## config.mk

```make
export PLATFORM = sky130hd
export DESIGN_NAME = sos_flasher
export DESIGN_NICKNAME = d
export VERILOG_FILES = /design/src/rtl/sos_pkg.sv /design/src/rtl/sos_ucode_rom.sv /design/src/rtl/sos_ctrl_regs.sv /design/src/rtl/sos_flasher.sv
export SDC_FILE = /design/constraint.sdc
export NUM_CORES = 1
export LEC_CHECK = 0
export BUFFER_PORTS_ARGS = -buffer_cell sky130_fd_sc_hd__buf_4
export CORE_AREA = 5 5 42 44
export CTS_CLUSTER_SIZE = 25
export DETAILED_ROUTE_END_ITERATION = 7
export DIE_AREA = 0 0 47 49
export HOLD_SLACK_MARGIN = 0.15
export MAX_ROUTING_LAYER = met4
export PLACE_DENSITY = 0.56
export SLEW_MARGIN = 0
export SYNTH_ARGS = -nofsm -noshare
export SYNTH_HDL_FRONTEND = slang
export SYNTH_SLANG_ARGS = --single-unit
```

## constraint.sdc

```tcl
create_clock -name clk -period 2.6 [get_ports clk]
set_clock_uncertainty 0.2 [all_clocks]
set_input_delay 0.26 -clock clk [delete_from_list [all_inputs] [get_ports clk]]
set_output_delay 0.26 -clock clk [all_outputs]
set_load 0.03 [all_outputs]
```

## src/rtl/sos_pkg.sv

```systemverilog
package sos_pkg;

    // Timing of the call, in clocks
    localparam int DOT_LEN    = 1;
    localparam int DASH_LEN   = 4;
    localparam int SYM_GAP    = 1;
    localparam int LETTER_GAP = 3;
    localparam int CALL_GAP   = 7;
    localparam int SYMS       = 3;   // symbols per letter
    localparam int LETTERS    = 3;   // letters per call

    localparam int CYCLE_LEN = (LETTERS - 1) * SYMS * DOT_LEN + SYMS * DASH_LEN
                             + LETTERS * (SYMS - 1) * SYM_GAP
                             + (LETTERS - 1) * LETTER_GAP + CALL_GAP;
    localparam int LAST_STEP = CYCLE_LEN - 1;
    localparam int STATE_W   = $clog2(CYCLE_LEN + 1);
    localparam int ADDR_W    = STATE_W + 1;
    localparam int ROM_DEPTH = 1 << ADDR_W;
    localparam int IDLE_STEP = (1 << STATE_W) - 1;

    typedef logic [STATE_W-1:0] step_t;
    typedef logic [ADDR_W-1:0]  uaddr_t;

    typedef struct packed {
        step_t next_step;
        logic  lamp;
    } uword_t;

    localparam step_t IDLE = step_t'(IDLE_STEP);
    localparam step_t LAST = step_t'(LAST_STEP);

    // Lamp value for a step of the call; the middle letter uses dashes
    function automatic logic lamp_at(input int step);
        int   pos;
        int   len;
        logic lit;
        pos = 0;
        lit = 1'b0;
        for (int l = 0; l < LETTERS; l++) begin
            for (int s = 0; s < SYMS; s++) begin
                len = (l == LETTERS / 2) ? DASH_LEN : DOT_LEN;
                if (step >= pos && step < pos + len) lit = 1'b1;
                pos = pos + len;
                if (s < SYMS - 1) pos = pos + SYM_GAP;
            end
            if (l < LETTERS - 1) pos = pos + LETTER_GAP;
        end
        return lit;
    endfunction

    // Microcode word for one table address {step, flash}
    function automatic uword_t build_word(input int addr);
        int     step;
        int     nxt;
        uword_t w;
        step = addr >> 1;
        if ((addr & 1) == 0)         nxt = IDLE_STEP;
        else if (step == IDLE_STEP)  nxt = 0;
        else if (step < LAST_STEP)   nxt = step + 1;
        else if (step == LAST_STEP)  nxt = 0;
        else                         nxt = IDLE_STEP;
        w.next_step = step_t'(nxt);
        w.lamp      = (nxt == IDLE_STEP) ? 1'b0 : lamp_at(nxt);
        return w;
    endfunction

endpackage

```

## src/rtl/sos_ucode_rom.sv

```systemverilog
module sos_ucode_rom
    import sos_pkg::*;
(
    input  uaddr_t addr,
    output uword_t word
);
    uword_t table_w [ROM_DEPTH];

    for (genvar a = 0; a < ROM_DEPTH; a++) begin : g_word
        assign table_w[a] = build_word(a);
    end

    assign word = table_w[addr];
endmodule

```

## src/rtl/sos_ctrl_regs.sv

```systemverilog
module sos_ctrl_regs
    import sos_pkg::*;
(
    input  logic   clk,
    input  logic   rst,
    input  uword_t d,
    output step_t  step_q,
    output logic   lamp_q
);
    always_ff @(posedge clk) begin
        if (rst) begin
            step_q <= IDLE;
            lamp_q <= 1'b0;
        end else begin
            step_q <= d.next_step;
            lamp_q <= d.lamp;
        end
    end
endmodule

```

## src/rtl/sos_flasher.sv

```systemverilog
module sos_flasher
    import sos_pkg::*;
(
    input  logic clk,
    input  logic rst,
    input  logic flash,
    output logic light
);
    step_t  step_q;
    logic   lamp_q;
    uaddr_t uaddr;
    uword_t uword;

    assign uaddr = {step_q, flash};

    sos_ucode_rom u_rom (
        .addr (uaddr),
        .word (uword)
    );

    sos_ctrl_regs u_regs (
        .clk    (clk),
        .rst    (rst),
        .d      (uword),
        .step_q (step_q),
        .lamp_q (lamp_q)
    );

    assign light = lamp_q;

    // reset lands in idle, dark
    a_r1_reset_idle: assert property (@(posedge clk)
        rst |=> (step_q == IDLE && !light));

    // low enable returns to idle from any step
    a_r8_abort_idle: assert property (@(posedge clk) disable iff (rst)
        !flash |=> (step_q == IDLE && !light));

    // idle with enable high starts at step 0, lit
    a_r3_start_lit: assert property (@(posedge clk) disable iff (rst)
        (flash && step_q == IDLE) |=> (step_q == '0 && light));

    // active steps advance by one
    a_r7_advance: assert property (@(posedge clk) disable iff (rst)
        (flash && step_q != IDLE && step_q < LAST)
            |=> (step_q == $past(step_q) + step_t'(1)));

    // last step wraps to the first
    a_r7_wrap: assert property (@(posedge clk) disable iff (rst)
        (flash && step_q == LAST) |=> (step_q == '0 && light));

    // step code stays legal
    a_r9_legal_step: assert property (@(posedge clk) disable iff (rst)
        (step_q <= LAST || step_q == IDLE));
endmodule

```

==> impl_metrics.csv, run 1 <==
group,metric,value,unit
status,status,"complete, no violations",
hold_path,min_path_type,"primary input to register",
sta,max_freq,460,MHz
global_routing,antenna_found_initial,0,
layout,antenna_cells,0,
sta,min_period,2.18,ns
sta,relSlewSlack,74.2,%
worst_setup_path,cpPeakStageDelay,0.59,ns
clocking,cts_buffer_depth,2,
pwr,p_leak,0.245,nW
layout,final_cell_area,514,sq um
clocking,clk_pin_slew_worst_paths,0.06,ns
sta,timing.final.ws_setup,0.425,ns
layout,fin_util,36.7,%
clocking,clockRootBuffer,"clkbuf_4",
global_routing,grt_usage,9.20,%
logic_synthesis,synth_seq_area_share,30.4,%
layout,num-fill-cells,158,
placement,placed_cell_area,467,sq um
logic_synthesis,ys_ff_latch,7,
floorplan,fp.dieW,47,microns
route,drtPass1Iterations,4,
worst_setup_path,crit_path_start_kind,"register",
logic_synthesis,syn-cell-area,460,sq um
logic_synthesis,synthCells,61,
sta,setup_violations,0,
route,num_vias,427,
route,drc_errors,0,
sta,worst_slew_pin_slew,0.386,ns
layout,stdcell_count,80,
placement,dpl_worst_slack,0.953,ns
worst_setup_path,path_buf_inv,1,
layout,synthToLayoutAreaGrowth,11.7,%
route,vias_per_cell,5.34,
floorplan,rows,14,
pwr,max-vdd-ir-drop,0.000522,V
placement,dpl.hpwl,660,microns
global_routing,grt_start_max_net_pins,12,
placement,place.gp.congestion,0.780,
logic_synthesis,yosys_warnings,0,
worst_setup_path,cp_cell_sequence,"or4_4 > nand2_1 > nand4_1 > a21oi_1 > dlygate4sd3_1",
clocking,clock_sinks,7,
run,cap_violations,0,
placement,numPortBuffers,3,
layout,drive_above_1_share,15.6,%
logic_synthesis,avgSynthCellArea,7.55,sq um
placement,place_inst,74,
route,ant_nets,0,
sta,whs,0.185,ns
floorplan,fp.dieArea,2300,sq um
global_routing,overflow,0,
floorplan,initial_utilization,32.9,%
route,routed_wl,914,microns
global_routing,grt_pass1_vias,356,
clocking,h-tree-depth,1,
worst_setup_path,slowest_stage,"or4_4",
clocking,cts_tree,"done",
sta,rsz0062_at_grt,"no",
sta,setup_tns,0,ns
pwr,p_per_area,1320,nW/um^2
global_routing,grt_pass1_wl,1550,microns
route,wire_per_inst,11.4,microns
floorplan,die_h,49,microns
sta,maxSlewViolCount,0,
logic_synthesis,yosysUniqueCellTypes,23,
sta,finalHoldViolations,0,
floorplan,io_pins,4,
worst_setup_path,critPathTopFamily,"simple AND/OR/NAND/NOR gates",
sta,min_period_over_period,83.7,%
logic_synthesis,synth_nets,64,
pwr,total_power,0.679,mW
worst_setup_path,cp.required,2.59,ns
route,drtIter0Drc,12,
floorplan,core_area,1400,sq um
worst_setup_path,critPathCaptureType,"register",
clocking,clock_insertion_delay_worst_skew,0.25,ns
worst_setup_path,crit_type,"register to register",
layout,fin_nets,68,
clocking,numCtsBuffers,3,
worst_setup_path,timing.critical_path.fanout_max,11,
worst_setup_path,critical_path_arrival,2.16,ns
-- area by class of cell --
type | count | area (sq um) | area share (%)
clock buffers | 3 | 22.5 | 4.38
well taps | 16 | 20.0 | 3.89
inverters | 5 | 18.8 | 3.65
clock inverters | 1 | 5.00 | 0.973
flip-flops and latches | 7 | 140 | 27.3
multi-input cells | 43 | 265 | 51.6
repair buffers | 5 | 42.5 | 8.27
-- flip-flops by register name, summed over array words and instances (netlist names) --
| signal | count |
|---|---|
| u_regs.lamp_q | 1 |
| u_regs.step_q | 6 |
-- worst min-delay path, cell delays in order --
cell     delay, ns
buf_4         0.10
a21o_2        0.15
nand3_1       0.07
-- worst paths after layout --
check                         from                to  slack (ns)  cells after the start
setup / recovery  u_regs.step_q[0]     u_regs.lamp_q        0.42                      5
hold / removal               flash  u_regs.step_q[1]        0.19                      3
setup reg to reg  u_regs.step_q[0]     u_regs.lamp_q        0.42                      5
hold reg to reg   u_regs.step_q[5]  u_regs.step_q[4]        0.45                      1
-- power by group --
part	switching (mW)	leakage (nW)	internal [mW]	total [mW]
clock	0.0390	0.0177	0.0561	0.0951
combinational	0.161	0.170	0.160	0.321
sequential	0.110	0.0578	0.152	0.263
-- synth_stat cells --
cell / instances / area [sq um]
nand2_1: 8 / 30.0
dfxtp_1: 7 / 140
buf_2: 5 / 25.0
inv_1: 5 / 18.8
a21oi_1: 4 / 20.0
nand4_1: 4 / 25.0
nor2_1: 4 / 15.0
o211ai_1: 3 / 22.5
o21ai_0: 3 / 15.0
xor2_1: 3 / 26.3
mux2i_1: 2 / 20.0
nand3_1: 2 / 10.0
a21o_2: 1 / 8.76
a22o_1: 1 / 8.76
a311oi_1: 1 / 8.76
buf_6: 1 / 11.3
nor2b_1: 1 / 6.26
o21a_1: 1 / 7.51
o21ai_1: 1 / 5.00
o21ai_2: 1 / 8.76
o221ai_1: 1 / 8.76
o31ai_1: 1 / 7.51
or4_4: 1 / 11.3
-- layer usage --
| metal | vias to the layer above | track usage [%] | share of wire, % |
|---|---|---|---|
| met1 | 189 | 13.3 | 45 |
| met2 | 17 | 11.1 | 48 |
| met5 | - | - | 0 |
| met3 | 0 | 4.80 | 6.2 |
| met4 | 0 | 2.30 | 0 |
| li1 | 221 | - | - |
-- logic make-up after synthesis --
kind of cell / after synthesis / share of synthesized area (%)
mux: 2 / 4.35
compound gates: 18 / 26.4
xor+xnor: 3 / 5.71
simple gates: 20 / 21.2
flops: 7 / 30.4
buf+inv: 11 / 12.0
-- cells in the final DEF (no fill, tap or decap), drive strengths merged --
cell         n
a21oi        4
o221ai       1
a311oi       1
nand2        8
clkinv       1
o21ai        5
or4          1
nor2b        1
a22o         1
dfxtp        7
xor2         3
o31ai        1
nand4        4
nor2         4
clkbuf       3
nand3        2
a21o         1
buf          3
o21a         1
o211ai       3
mux2i        2
dlygate4sd3  2
inv          5
-- timing repair --
item | CTS | global route
hold buffers | 2 | 0
endpoints found under the setup margin | 0 | 0
setup buffers | 0 | 0
endpoints found under the hold margin | 7 | 0
gates resized for setup | 0 | 0
Note: power is estimated with default switching activity, not from simulation.
==> run 2: changes to the inputs <==
--- a/config.mk
+++ b/config.mk
@@ -5,6 +5,7 @@
 export SDC_FILE = /design/constraint.sdc
 export NUM_CORES = 1
 export LEC_CHECK = 0
+export ABC_AREA = 1
 export BUFFER_PORTS_ARGS = -buffer_cell sky130_fd_sc_hd__buf_4
 export CORE_AREA = 5 5 42 44
 export CTS_CLUSTER_SIZE = 25
@@ -12,7 +13,7 @@
 export DIE_AREA = 0 0 47 49
 export HOLD_SLACK_MARGIN = 0.15
 export MAX_ROUTING_LAYER = met4
-export PLACE_DENSITY = 0.56
+export PLACE_DENSITY = 0.55
 export SLEW_MARGIN = 0
 export SYNTH_ARGS = -nofsm -noshare
 export SYNTH_HDL_FRONTEND = slang
==> constraint.sdc (replaced) <==
create_clock -name clk -period 2.2 [get_ports clk]
set_clock_uncertainty 0.2 [all_clocks]
set_input_delay 0.22 -clock clk [delete_from_list [all_inputs] [get_ports clk]]
set_output_delay 0.22 -clock clk [all_outputs]
set_load 0.03 [all_outputs]
==> run 2 against run 1 <==
Utilization increased by 1.6 points. Area after synthesis decreased by 2.7%. Global-route usage up 2.9 points. Sequential power up 2%. Total power is 24% higher. Non-clock buffer count stayed put. Wire length increased by 17%. Register-to-register slack worse by 0.11 ns. Flip-flop and latch count unchanged. Critical path type unchanged. Largest power group unchanged.
==> impl_metrics.csv, run 2 <==
group,metric,value,unit
status,status,"complete, no violations",
placement,placed_cell_area,490,sq um
layout,fin_nets,89,
floorplan,fp.dieW,47,microns
pwr,p_per_area,1560,nW/um^2
logic_synthesis,ys_top_cells_by_area,"dfxtp_1, nand2_1, nand3_1",
pwr,p_leak,0.288,nW
logic_synthesis,synth_most_common_cell,"nand2_1",
layout,multi_input_area,267,sq um
route,drc_errors,0,
worst_setup_path,crit_type,"register to register",
route,drtIter0Drc,20,
placement,dpl.hpwl,817,microns
sta,finalHoldViolations,0,
run,cap_violations,0,
logic_synthesis,syn-cell-area,448,sq um
global_routing,grt_usage,12.0,%
global_routing,antenna_found_initial,0,
global_routing,grt_pass1_vias,465,
sta,relSlewSlack,82.0,%
logic_synthesis,avgSynthCellArea,5.89,sq um
route,drtPass1Iterations,4,
layout,num-fill-cells,173,
logic_synthesis,ys_ff_latch,7,
layout,largest_register,"u_regs.step_q",
logic_synthesis,ys_async_sr_fraction,0,%
sta,setup_tns,0,ns
layout,drive_above_1_share,14.1,%
route,vias_per_cell,5.24,
floorplan,initial_utilization,32.0,%
floorplan,io_pins,4,
worst_setup_path,timing.critical_path.fanout_max,7,
global_routing,grt_pass1_wl,1920,microns
pwr,total_power,0.839,mW
logic_synthesis,yosysTopAreaCell,"dfxtp_1",
pwr,max-vdd-ir-drop,0.000447,V
layout,final_cell_area,537,sq um
worst_setup_path,critPathCaptureType,"register",
route,ant_nets,0,
layout,largest_reg_flops,6,
clocking,clock_insertion_delay_worst_skew,0.26,ns
layout,synthToLayoutAreaGrowth,19.8,%
sta,max_freq,529,MHz
sta,rsz0062_at_grt,"no",
layout,final_cell_mix,"nand2_1, nand3_1, inv_1, dfxtp_1, a21oi_1",
clocking,clockRootBuffer,"clkbuf_4",
layout,reg_top3,"u_regs.step_q: 6 flops, u_regs.lamp_q: 1 flops",
floorplan,die_h,49,microns
global_routing,overflow,0,
worst_setup_path,crit_path_start_kind,"register",
sta,min_period,1.89,ns
sta,maxSlewViolCount,0,
logic_synthesis,synth_nets,79,
floorplan,core_area,1400,sq um
logic_synthesis,ys_top_cells_by_count,"nand2_1, nand3_1, inv_1",
clocking,cts_setup_buffers,0,
logic_synthesis,synth_top_area_share,31.3,%
clocking,h-tree-depth,1,
route,num_vias,529,
layout,antenna_cells,0,
layout,regArea,140,sq um
logic_synthesis,synth_seq_area_share,31.3,%
clocking,clock_sinks,7,
floorplan,fp.dieArea,2300,sq um
logic_synthesis,yosysUniqueCellTypes,14,
hold_path,min_path_type,"primary input to register",
worst_setup_path,cp.required,2.14,ns
global_routing,grt_start_max_net_pins,9,
clocking,cts_tree,"done",
logic_synthesis,synth_enable_flop_cells,0,
sta,min_period_over_period,85.8,%
layout,final_common_cell,"nand2_1",
worst_setup_path,critical_path_arrival,1.83,ns
sta,worst_slew_pin_slew,0.267,ns
logic_synthesis,yosys_most_used_dff,"dfxtp_1",
logic_synthesis,yosys_warnings,0,
placement,place.gp.congestion,0.931,
logic_synthesis,synthCells,76,
clocking,clk_pin_slew_worst_paths,0.06,ns
clocking,cts_buffer_depth,2,
clocking,numCtsBuffers,3,
route,wire_per_inst,10.6,microns
route,routed_wl,1070,microns
sta,setup_violations,0,
placement,numPortBuffers,3,
floorplan,rows,14,
## run 2: cell count changes in the layout (fill, tap and decap cells not counted), sizes merged, moves of 2 or more
cell,before,now
inv,5,11
mux2i,2,0
nand2,8,31
nand3,2,12
nand4,4,1
o211ai,3,1
o21ai,5,1
xor2,3,0
## run 2: logic make-up after synthesis
group / synth area share (%)
flip-flops: 31.3
buffers and inverters: 9.22
AO/OA/AOI/OAI: 12.3
AND/OR/NAND/NOR: 47.2
## run 2: routing by layer
metal,GRT usage [%],part of all wire (%)
met1,14.5,44
met2,16.1,45
met3,3.32,7.6
met4,9.68,3.2
met5,-,0
## run 2: worst paths after layout
path                                        from          endpoint  slack (ns)  cells past startpoint
worst min register to register  u_regs.step_q[5]  u_regs.step_q[4]        0.43                      2
worst min-delay path                       flash  u_regs.step_q[5]        0.18                      4
worst max register to register  u_regs.step_q[2]  u_regs.step_q[0]        0.31                      8
worst max-delay path            u_regs.step_q[2]  u_regs.step_q[0]        0.31                      8
## run 2: through the flow
| stage | util [%] | instances | hold slack, ns | setup WS, ns |
|---|---|---|---|---|
| 2_1_floorplan | - | 76 | 0.151 | 0.954 |
| 3_3_place_gp | 35.0 | 95 | 0.272 | 0.771 |
| 3_5_place_dp | 35.0 | 95 | 0.274 | 0.816 |
| 4_1_cts | 38.3 | 101 | 0.167 | 0.312 |
| 5_1_grt | 38.3 | 101 | 0.193 | 0.169 |
| 6_report | 38.3 | 101 | 0.179 | 0.311 |
## run 2: layout make-up
type | instances | share of cell area (%)
clock buffers | 4 | 4.90
flip-flops and latches | 7 | 26.1
multi-input cells | 58 | 49.7
inverters | 11 | 7.69
repair buffers | 5 | 7.93
well taps | 16 | 3.73
## run 2: worst max-delay path, stage by stage (launching register included)
cell and delay [ns]:
dfxtp_1 0.45, inv_2 0.11, nor2_2 0.13, nand2_1 0.09, nand2_2 0.09, nand2_1 0.06
nand2_1 0.05, nand3_1 0.05, dlygate4sd3_1 0.54
## run 2: report_power, final
group	leakage (nW)	internal [mW]	switching, mW	total (mW)
clock network	0.0150	0.0696	0.0527	0.122
logic	0.215	0.167	0.280	0.448
registers	0.0580	0.188	0.0801	0.269
total	0.288	0.425	0.413	0.839
## run 2: timing repair
item | in CTS | in global routing
resized for setup | 0 | 0
hold buffers | 2 | 0
setup endpoints to repair | 0 | 0
hold endpoints to repair | 7 | 0
